==> src/rtl/vid_pkg.sv <==
package vid_pkg;

  typedef enum logic [1:0] {
    LV_SYNC  = 2'b00,
    LV_BLACK = 2'b01,
    LV_GRAY  = 2'b10,
    LV_WHITE = 2'b11
  } vid_lvl_e;

  // True when column c lies inside [lo, lo+len)
  function automatic logic in_span(input int c, input int lo, input int len);
    return (c >= lo) && (c < lo + len);
  endfunction

  // Slot number of column c, counted from the first active column
  function automatic int slot_of(input int c, input int lo, input int width);
    return (c - lo) / width;
  endfunction

  // A captured blanking count of zero still yields one line
  function automatic int vbl_eff(input int v);
    return (v == 0) ? 1 : v;
  endfunction

endpackage

==> src/rtl/vid_line_timer.sv <==
module vid_line_timer #(
  parameter int LINE_CLKS = 234,
  parameter int VIS_LINES = 242,
  parameter int VBL_W     = 8,
  parameter int VBL_RESET = 2,
  parameter int COL_W     = $clog2(LINE_CLKS),
  parameter int ROW_W     = $clog2(VIS_LINES + (1 << VBL_W))
) (
  input  logic             clk,
  input  logic             rst,
  input  logic             vbl_we,
  input  logic [VBL_W-1:0] vbl_data,
  output logic [COL_W-1:0] col,
  output logic             blank,
  output logic             line_end,
  output logic             line_start,
  output logic             frame_start
);
  import vid_pkg::*;

  logic [ROW_W-1:0] row_q;
  logic [COL_W-1:0] col_q;
  logic [VBL_W-1:0] vbl_cfg_q, vbl_cur_q;
  logic             last_vis, last_row;

  assign col      = col_q;
  assign blank    = row_q >= ROW_W'(VIS_LINES);
  assign line_end = col_q == COL_W'(LINE_CLKS - 1);
  assign last_vis = row_q == ROW_W'(VIS_LINES - 1);
  assign last_row = blank && (row_q == ROW_W'(VIS_LINES - 1) + ROW_W'(vbl_cur_q));

  assign line_start  = !rst && (col_q == '0);
  assign frame_start = line_start && (row_q == '0);

  always_ff @(posedge clk) begin
    if (rst) begin
      col_q     <= '0;
      row_q     <= '0;
      vbl_cfg_q <= VBL_W'(VBL_RESET);
      vbl_cur_q <= VBL_W'(VBL_RESET);
    end else begin
      if (vbl_we) vbl_cfg_q <= vbl_data;
      if (line_end) begin
        col_q <= '0;
        if (last_vis) vbl_cur_q <= VBL_W'(vbl_eff(int'(vbl_cfg_q)));
        row_q <= last_row ? '0 : row_q + 1'b1;
      end else begin
        col_q <= col_q + 1'b1;
      end
    end
  end

  assert_col_wrap_R2: assert property (@(posedge clk) disable iff (rst)
    line_end |=> line_start);
  assert_strobe_once_R2: assert property (@(posedge clk) disable iff (rst)
    line_start |=> !line_start);
  assert_vis_to_blank_R6: assert property (@(posedge clk) disable iff (rst)
    (line_end && last_vis) |=> (blank && !frame_start));
  assert_frame_wrap_R8: assert property (@(posedge clk) disable iff (rst)
    (line_end && last_row) |=> frame_start);

endmodule

==> src/rtl/vid_level_table.sv <==
module vid_level_table #(
  parameter int TBL_N = 9,
  parameter int IDX_W = $clog2(TBL_N + 1)
) (
  input  logic                  clk,
  input  logic                  rst,
  input  logic                  wr_en,
  input  logic [IDX_W-1:0]      wr_idx,
  input  logic [1:0]            wr_lvl,
  input  logic                  commit,
  output logic [TBL_N-1:0][1:0] live
);
  import vid_pkg::*;

  logic [TBL_N-1:0][1:0] stage;
  logic [TBL_N-1:0]      hit;

  // One address decoder per entry; addresses at or above TBL_N hit nothing
  for (genvar i = 0; i < TBL_N; i++) begin : g_hit
    assign hit[i] = wr_en && (wr_idx == IDX_W'(i));
  end

  always_ff @(posedge clk) begin
    if (rst) begin
      for (int i = 0; i < TBL_N; i++) begin
        stage[i] <= LV_BLACK;
        live[i]  <= LV_BLACK;
      end
    end else begin
      for (int i = 0; i < TBL_N; i++) begin
        if (hit[i]) stage[i] <= wr_lvl;
        // Forward a write that lands on the commit clock itself
        if (commit) live[i] <= hit[i] ? wr_lvl : stage[i];
      end
    end
  end

  assert_live_hold_R9: assert property (@(posedge clk) disable iff (rst)
    !commit |=> $stable(live));

endmodule

==> src/rtl/vid_pixel_mux.sv <==
module vid_pixel_mux #(
  parameter int SYNC_CLKS = 16,
  parameter int BACK_CLKS = 19,
  parameter int SLOT_CLKS = 16,
  parameter int TBL_N     = 9,
  parameter int COL_W     = 8,
  parameter int IDX_W     = $clog2(TBL_N + 1)
) (
  input  logic [COL_W-1:0]      col,
  input  logic                  blank,
  input  logic [TBL_N-1:0][1:0] live,
  output logic [1:0]            lvl,
  output logic [IDX_W-1:0]      idx
);
  import vid_pkg::*;

  localparam int ACT_LO  = SYNC_CLKS + BACK_CLKS;
  localparam int ACT_LEN = TBL_N * SLOT_CLKS;

  int c;
  logic [IDX_W-1:0] sel;

  always_comb begin
    c   = int'(col);
    sel = '0;
    idx = '0;
    lvl = LV_BLACK;
    if (blank) begin
      lvl = in_span(c, 0, SYNC_CLKS) ? LV_BLACK : LV_SYNC;
    end else if (in_span(c, 0, SYNC_CLKS)) begin
      lvl = LV_SYNC;
    end else if (c < ACT_LO) begin
      lvl = LV_BLACK;
    end else if (in_span(c, ACT_LO, ACT_LEN)) begin
      sel = IDX_W'(slot_of(c, ACT_LO, SLOT_CLKS));
      idx = sel;
      lvl = live[sel];
    end else begin
      idx = IDX_W'(TBL_N);
    end
  end

endmodule

==> src/rtl/vid_gray_timing.sv <==
module vid_gray_timing #(
  parameter int LINE_CLKS = 234,
  parameter int SYNC_CLKS = 16,
  parameter int BACK_CLKS = 19,
  parameter int VIS_LINES = 242,
  parameter int TBL_N     = 9,
  parameter int SLOT_CLKS = 16,
  parameter int VBL_W     = 8,
  parameter int VBL_RESET = 2,
  parameter int IDX_W     = $clog2(TBL_N + 1)
) (
  input  logic             clk,
  input  logic             rst,
  input  logic             tbl_we,
  input  logic [IDX_W-1:0] tbl_addr,
  input  logic [1:0]       tbl_lvl,
  input  logic             vbl_we,
  input  logic [VBL_W-1:0] vbl_lines,
  output logic [1:0]       video_lvl,
  output logic             line_start,
  output logic             frame_start,
  output logic [IDX_W-1:0] tbl_index
);
  localparam int COL_W = $clog2(LINE_CLKS);

  logic [COL_W-1:0]      col;
  logic                  blank, line_end;
  logic [TBL_N-1:0][1:0] live;

  vid_line_timer #(
    .LINE_CLKS(LINE_CLKS), .VIS_LINES(VIS_LINES),
    .VBL_W(VBL_W), .VBL_RESET(VBL_RESET), .COL_W(COL_W)
  ) u_timer (
    .clk(clk), .rst(rst), .vbl_we(vbl_we), .vbl_data(vbl_lines),
    .col(col), .blank(blank), .line_end(line_end),
    .line_start(line_start), .frame_start(frame_start)
  );

  vid_level_table #(.TBL_N(TBL_N), .IDX_W(IDX_W)) u_table (
    .clk(clk), .rst(rst), .wr_en(tbl_we), .wr_idx(tbl_addr),
    .wr_lvl(tbl_lvl), .commit(line_end), .live(live)
  );

  vid_pixel_mux #(
    .SYNC_CLKS(SYNC_CLKS), .BACK_CLKS(BACK_CLKS), .SLOT_CLKS(SLOT_CLKS),
    .TBL_N(TBL_N), .COL_W(COL_W), .IDX_W(IDX_W)
  ) u_mux (
    .col(col), .blank(blank), .live(live), .lvl(video_lvl), .idx(tbl_index)
  );

  assert_sync_edge_R3: assert property (@(posedge clk) disable iff (rst)
    (line_start && !blank) |-> video_lvl == 2'b00);
  assert_inv_pulse_R7: assert property (@(posedge clk) disable iff (rst)
    (line_start && blank) |-> video_lvl == 2'b01);
  assert_frame_on_line_R10: assert property (@(posedge clk) disable iff (rst)
    frame_start |-> line_start);
  assert_frame_once_R10: assert property (@(posedge clk) disable iff (rst)
    frame_start |=> !frame_start);
  assert_black_tail_R5: assert property (@(posedge clk) disable iff (rst)
    (!blank && tbl_index == IDX_W'(TBL_N)) |-> video_lvl == 2'b01);
  assert_index_range_R11: assert property (@(posedge clk) disable iff (rst)
    tbl_index <= IDX_W'(TBL_N));

endmodule

==> config.mk <==
export PLATFORM = sky130hd
export DESIGN_NAME = vid_gray_timing
export DESIGN_NICKNAME = d
export VERILOG_FILES = /design/src/rtl/vid_pkg.sv /design/src/rtl/vid_line_timer.sv /design/src/rtl/vid_level_table.sv /design/src/rtl/vid_pixel_mux.sv /design/src/rtl/vid_gray_timing.sv
export SDC_FILE = /design/constraint.sdc
export NUM_CORES = 1
export LEC_CHECK = 0
export BUFFER_PORTS_ARGS = -buffer_cell sky130_fd_sc_hd__buf_2
export CORE_ASPECT_RATIO = 1.2
export CORE_UTILIZATION = 54
export DETAILED_ROUTE_END_ITERATION = 6
export PLACE_DENSITY = 0.76
export SYNTH_ARGS = -nofsm -noshare
export SYNTH_HDL_FRONTEND = slang
export SYNTH_SLANG_ARGS = --single-unit
==> constraint.sdc <==
create_clock -name clk -period 2.9 [get_ports clk]
set_input_delay 0.435 -clock clk [delete_from_list [all_inputs] [get_ports clk]]
set_output_delay 0.435 -clock clk [all_outputs]
set_load 0.02 [all_outputs]
# Yosys cells after proc, flatten, opt, wreduce, memory -nomap -nowiden
# Index checks and enable logic that the tools add are counted.
# totals
input_bits,18
reg_bits,69
elab_cells,88
out_inout_bits,8
# classes
muxes,22
add_sub_neg,5
eq_ne,11
bitwise_logic,1
n_reduce_logical,21
magnitude_cmp,6
# ops
cell,n
$mux 2,14
$eq 4x3->1 const B,4
$logic_not 8->1,2
$mux 4,4
$logic_and 1x1->1,13
$add 8x8->9 const A,1
$add 9x1->9 const B,1
$eq 9x8->1 const B,1
$eq 9x9->1,1
$ge 9x8->1 const B,1
$logic_not 9->1,1
$mux 9,1
$sub 8x6->9 const B,1
$add 8x1->8 const B,1
$bmux 2 s4,1
$eq 4x2->1 const B,2
$eq 8x8->1 const B,1
$ge 8x6->1 const B,1
$lt 8x5->1 const B,1
$lt 8x6->1 const B,1
$lt 8x8->1 const B,1
$mux 8,1
$lt 4x5->1 const B,1
$add 4x1->4,1
other kinds (9),9

# Longest topological paths before layout
# depth
depth_word,10
mapped_depth,10
mapped_depth_nobuf,10

# By module
# A second synthesis with hierarchy kept.
# unflattened
cells_unflattened,418
area_unflattened_um2,3721.1
# modules_own_cells
module,n_inst,area_per_inst_um2,seq_area_each_um2,cells_per_inst
vid_line_timer,1,1766.7,660.6,201
vid_level_table,1,1540.2,720.7,165
vid_pixel_mux,1,414.1,0.0,52

# Least setup slack after synthesis
# No wires, ideal clock.
# synth_timing
kind,reg2out
from,reg u_timer.col_q[0] (netlist: u_timer.col[0])
to,out video_lvl[1]
n_path_buf,0
path_slack_ps,-142
t_arrival_ps,2607
t_required_ps,2465
path_stages_with_launch,11
path_cell_list,dfxtp_1 > ha_1 > inv_1 > o311a_1 > ha_1 > ha_1 > xor2_1 > xnor2_1 > nand2_1 > a21o_1 > a21oi_1
# synth_between
elab_chain_cells,10
word_cells_on_any_way,15
cone_classes,add/sub: 2; order compare: 4; mux: 6; bitwise: 1; reduce/logical: 2
# synth_lines
element,line,rtl
from (decl),vid_line_timer.sv:22,logic [COL_W-1:0] col_q;
from (signal assigned),vid_line_timer.sv:48,col_q <= col_q + 1'b1;
$sub 8x6->9,vid_pkg.sv:17,return (c - lo) / width;
$reduce_or 4->1 (no line),--,
$and 1x1->1 (no line),--,
$add 4x1->4 (no line),--,
$bmux 2 s4,vid_pixel_mux.sv:37,lvl = live[sel];
$mux 2 (not written as such),vid_pixel_mux.sv:37,
$mux 2,vid_pixel_mux.sv:34,"end else if (in_span(c, ACT_LO, ACT_LEN)) begin"
$mux 2,vid_pixel_mux.sv:32,end else if (c < ACT_LO) begin
$mux 2 (*),vid_pixel_mux.sv:30,"end else if (in_span(c, 0, SYNC_CLKS)) begin"
$mux 2 (*),vid_pixel_mux.sv:28,if (blank) begin
to (decl),vid_gray_timing.sv:19,"output logic [1:0] video_lvl,"
# Mark *: on every way between the ends. The rest lies on a longest branch, timed or not. The select of a mux whose other input is x is not followed.

# Worst setup path after layout
# Ends and elaborated chain as after synthesis.

==> reports/qor.yml <==
status: "finished, violations left"
violations: "negative setup slack"
synth_edf_count: 0
routedWlPerCell_um: 16.43
holdCritPathClass: "input pin to flop"
path_cells: "ha_4 > o41ai_4 > o311a_1 > ha_4 > buf_4 > nand4_1 > o21ai_2 > xor2_2 > buf_4 > a21o_1 > a21oi_4 > buf_6"
layout.cells.non_filler: 491
initial_core_util_pct: 56.45
max_freq_mhz: 309.9
io_buffers: 25
cts.clk_slew.worst_paths_ps: 80
synth_async_sr_flop_share_pct: 0
cp_slowest_cell: "dfxtp_4"
ys_types: 60
reg2regPathDepth: 8
gp_congestion: 0.8492
ys_top_cells_by_count: "dfxtp_1, nor2_1, nand2_1"
vias_per_cell: 5.770
syn_avg_cell_area_um2: 9.504
fillCellCount: 499
numCtsBuffers: 9
crit_type: "flop to output pin"
min_path_cells: 2
synth_top_area_share_pct: 39.93
cts_root_buf: "clkbuf_8"
switchingPower_uw: 518.8
arrival_ps: 2790
setup_viol: 4
timing.rr.end: "u_timer.vbl_cur_q[1]"
p_sw_share_pct: 25.88
dp.cells: 471
yosys_warnings: 0
r2r_slack_ps: 370
seq_area_frac_synth_pct: 39.93
hpwlAfterDp_um: 5538
syn_inst: 364
power.sequential.fraction_pct: 48.6
n_antenna_cell: 0
grt_pass1_wl_um: 12700
vias: 2833
grt.overflow.total: 0
rows: 31
grt_max_degree: 44
drt_iter0_drc: 106
track_usage_pct: 25.89
dieArea_um2: 6732
synth-main-ff-cell: "dfxtp_1"
final_util_pct: 67.88
worstHoldStart: "vbl_lines[1]"
route.antenna.remaining_nets: 0
power_mw: 2.005
ios: 26
yosys.cell_count.top_type: "dfxtp_1"
cts_tree: "built"
cell_internal_pwr_mw: 1.486
areaGrowthSynthToFinish_pct: 20.25
fin_ws_ps: -326.5
remaining_drc_errors: 0
pwr-share-clk_pct: 41.1
drv_cap: 0
syn_nets: 392
fin_nets: 432
grt_pass1_vias: 2733
syn_area_um2: 3460
drv_slew: 0
ys_ff_latch: 69
fp.dieW_um: 75.07
max-slew-margin-rel_pct: 47.90
cp_max_fo: 5
antenna_found_initial: 0
fp.dieH_um: 89.68
powerDensity_nw_per_um2: 481.9
drtPass1Iterations: 4
critical_path.endpoint_type: "output pin"
worstMarginPinSlew_ps: 778.7
startpoint_type: "flop"
ys_top_cells_by_area: "dfxtp_1, mux2i_1, nor2_1, xor2_1, ha_1"
r2r-start: "u_timer.col[1]"
yosysTopAreaCell: "dfxtp_1"
min_to: "u_timer.vbl_cfg_q[1]"
cpPeakStageDelay_ps: 370
ir_drop_uv: 385.5
drt_wl_total_um: 8065
leakagePower_nw: 1.724
skew_ps: 7.620
htree_levels: 3
cts.sinks: 69
worst_hold_slack_ps: 284.6
coreArea_um2: 6128
rsz0062_at_grt: "true"
clk_latency_ps: 360
hold_viol_final: 0
critPathRequiredTime_ps: 2470
finalCriticalPeriod_ps: 3227
p_comb_share_pct: 10.3
clk_path_buf_depth: 2
post-route-period-util_pct: 111.3
drive_above_1_share_pct: 23.47
[area by class of cell]
class / instances / area [um2] / area share (%)
multi-input cells: 263 / 2079 / 49.98
flip-flops and latches: 69 / 1388 / 33.35
well taps: 82 / 102.6 / 2.466
clock inverters: 6 / 70.07 / 1.684
inverters: 10 / 37.54 / 0.9023
clock buffers: 10 / 137.6 / 3.308
repair buffers: 51 / 345.3 / 8.301
[placed cells by master (no fill, tap or decap), types with 3 or more instances in the layout]
cell type,netlist,routed
nor3_1,14,13
xnor2_1,11,9
xor2_1,16,13
clkbuf_8,0,10
buf_2,3,21
o22a_1,9,9
nand3_1,5,5
o21ai_0,5,5
ha_4,0,3
a22o_1,9,9
clkinvlp_4,0,3
nand4_1,7,7
nor2b_1,7,7
a211o_1,6,6
o211ai_1,3,3
mux4_2,4,4
dfxtp_1,69,66
mux2i_1,24,24
nor3b_1,3,3
nor4_1,4,4
ha_1,10,7
inv_1,10,9
a31oi_1,3,3
a21oi_1,9,7
nand3b_1,5,5
buf_4,1,26
nor2_1,42,42
nand2_1,26,25
nand2b_1,3,3
and3_1,3,3
buf_6,4,4
[power groups by stage]
stage | sequential, mW | clock (mW) | combinational (mW)
2_1_floorplan | 0.992 | 0 | 0.107
3_3_place_gp | 0.993 | 0 | 0.164
3_5_place_dp | 0.993 | 0 | 0.168
4_1_cts | 0.973 | 0.833 | 0.190
5_1_grt | 0.976 | 0.875 | 0.223
6_report | 0.974 | 0.824 | 0.207
[sequential cells by signal, indices dropped and copies added (netlist names)]
signal,flops
u_table.live,18
u_table.stage,18
u_timer.col,8
u_timer.row_q,9
u_timer.vbl_cfg_q,8
u_timer.vbl_cur_q,8
[what timing repair did]
item | 4_1_cts | 5_1_grt
pin swaps | 7 | 5
hold buffers | 0 | 0
hold endpoints to repair | 0 | 0
cloned | 0 | 0
endpoints found under the setup margin | 4 | 4
gates resized for setup | 24 | 7
setup buffers | 2 | 2
[per-layer routing]
| layer | part of all wire [%] | global-route usage (%) | vias up |
|---|---|---|---|
| li1 | - | - | 1388 |
| met1 | 42 | 29.08 | 1361 |
| met2 | 51 | 45.13 | 69 |
| met3 | 4.9 | 8.259 | 15 |
| met4 | 1.9 | 10.46 | 0 |
| met5 | 0 | 0 | - |
[critical path, delay by kind of cell (launching register included)]
kind	cells	cell delay, ps
AOI/OAI and AO/OA	5	1000
buffers and inverters	3	410
DFF	1	370
adders and majority gates	2	360
and+or+nand+nor	1	160
xor gates and xnor gates	1	120
[how the worst max path moves through the flow]
stage                               from            to  slack, ps
after floorplan           u_timer.col[0]  video_lvl[0]         20
after global placement    u_timer.col[0]  video_lvl[0]        -30
after detailed placement  u_timer.col[0]  video_lvl[0]        -80
after CTS                 u_timer.col[1]  video_lvl[0]       -240
after global routing      u_timer.col[0]  video_lvl[0]       -400
final                     u_timer.col[0]  video_lvl[1]       -330
[metrics by stage]
stage	instance area [um2]	setup TNS, ps	setup slack, ps
finish	4160	-979.7	-326.5
global route	4160	-1308	-403.1
CTS	4099	-464.1	-242.2
detailed placement	3765	-130.7	-83.43
global placement	3765	-30.98	-30.98
floorplan	3493	0	22.44
[cell families after synthesis]
family          Yosys count  synth area share (%)
simple gates            134                 20.90
flops                    69                 39.93
compound gates           63                 14.29
buf+inv                  32                 4.557
mux                      28                 9.548
xor+xnor                 27                 6.835
fa+ha+maj                11                 3.942
Power figures use the tool's default switching activity.
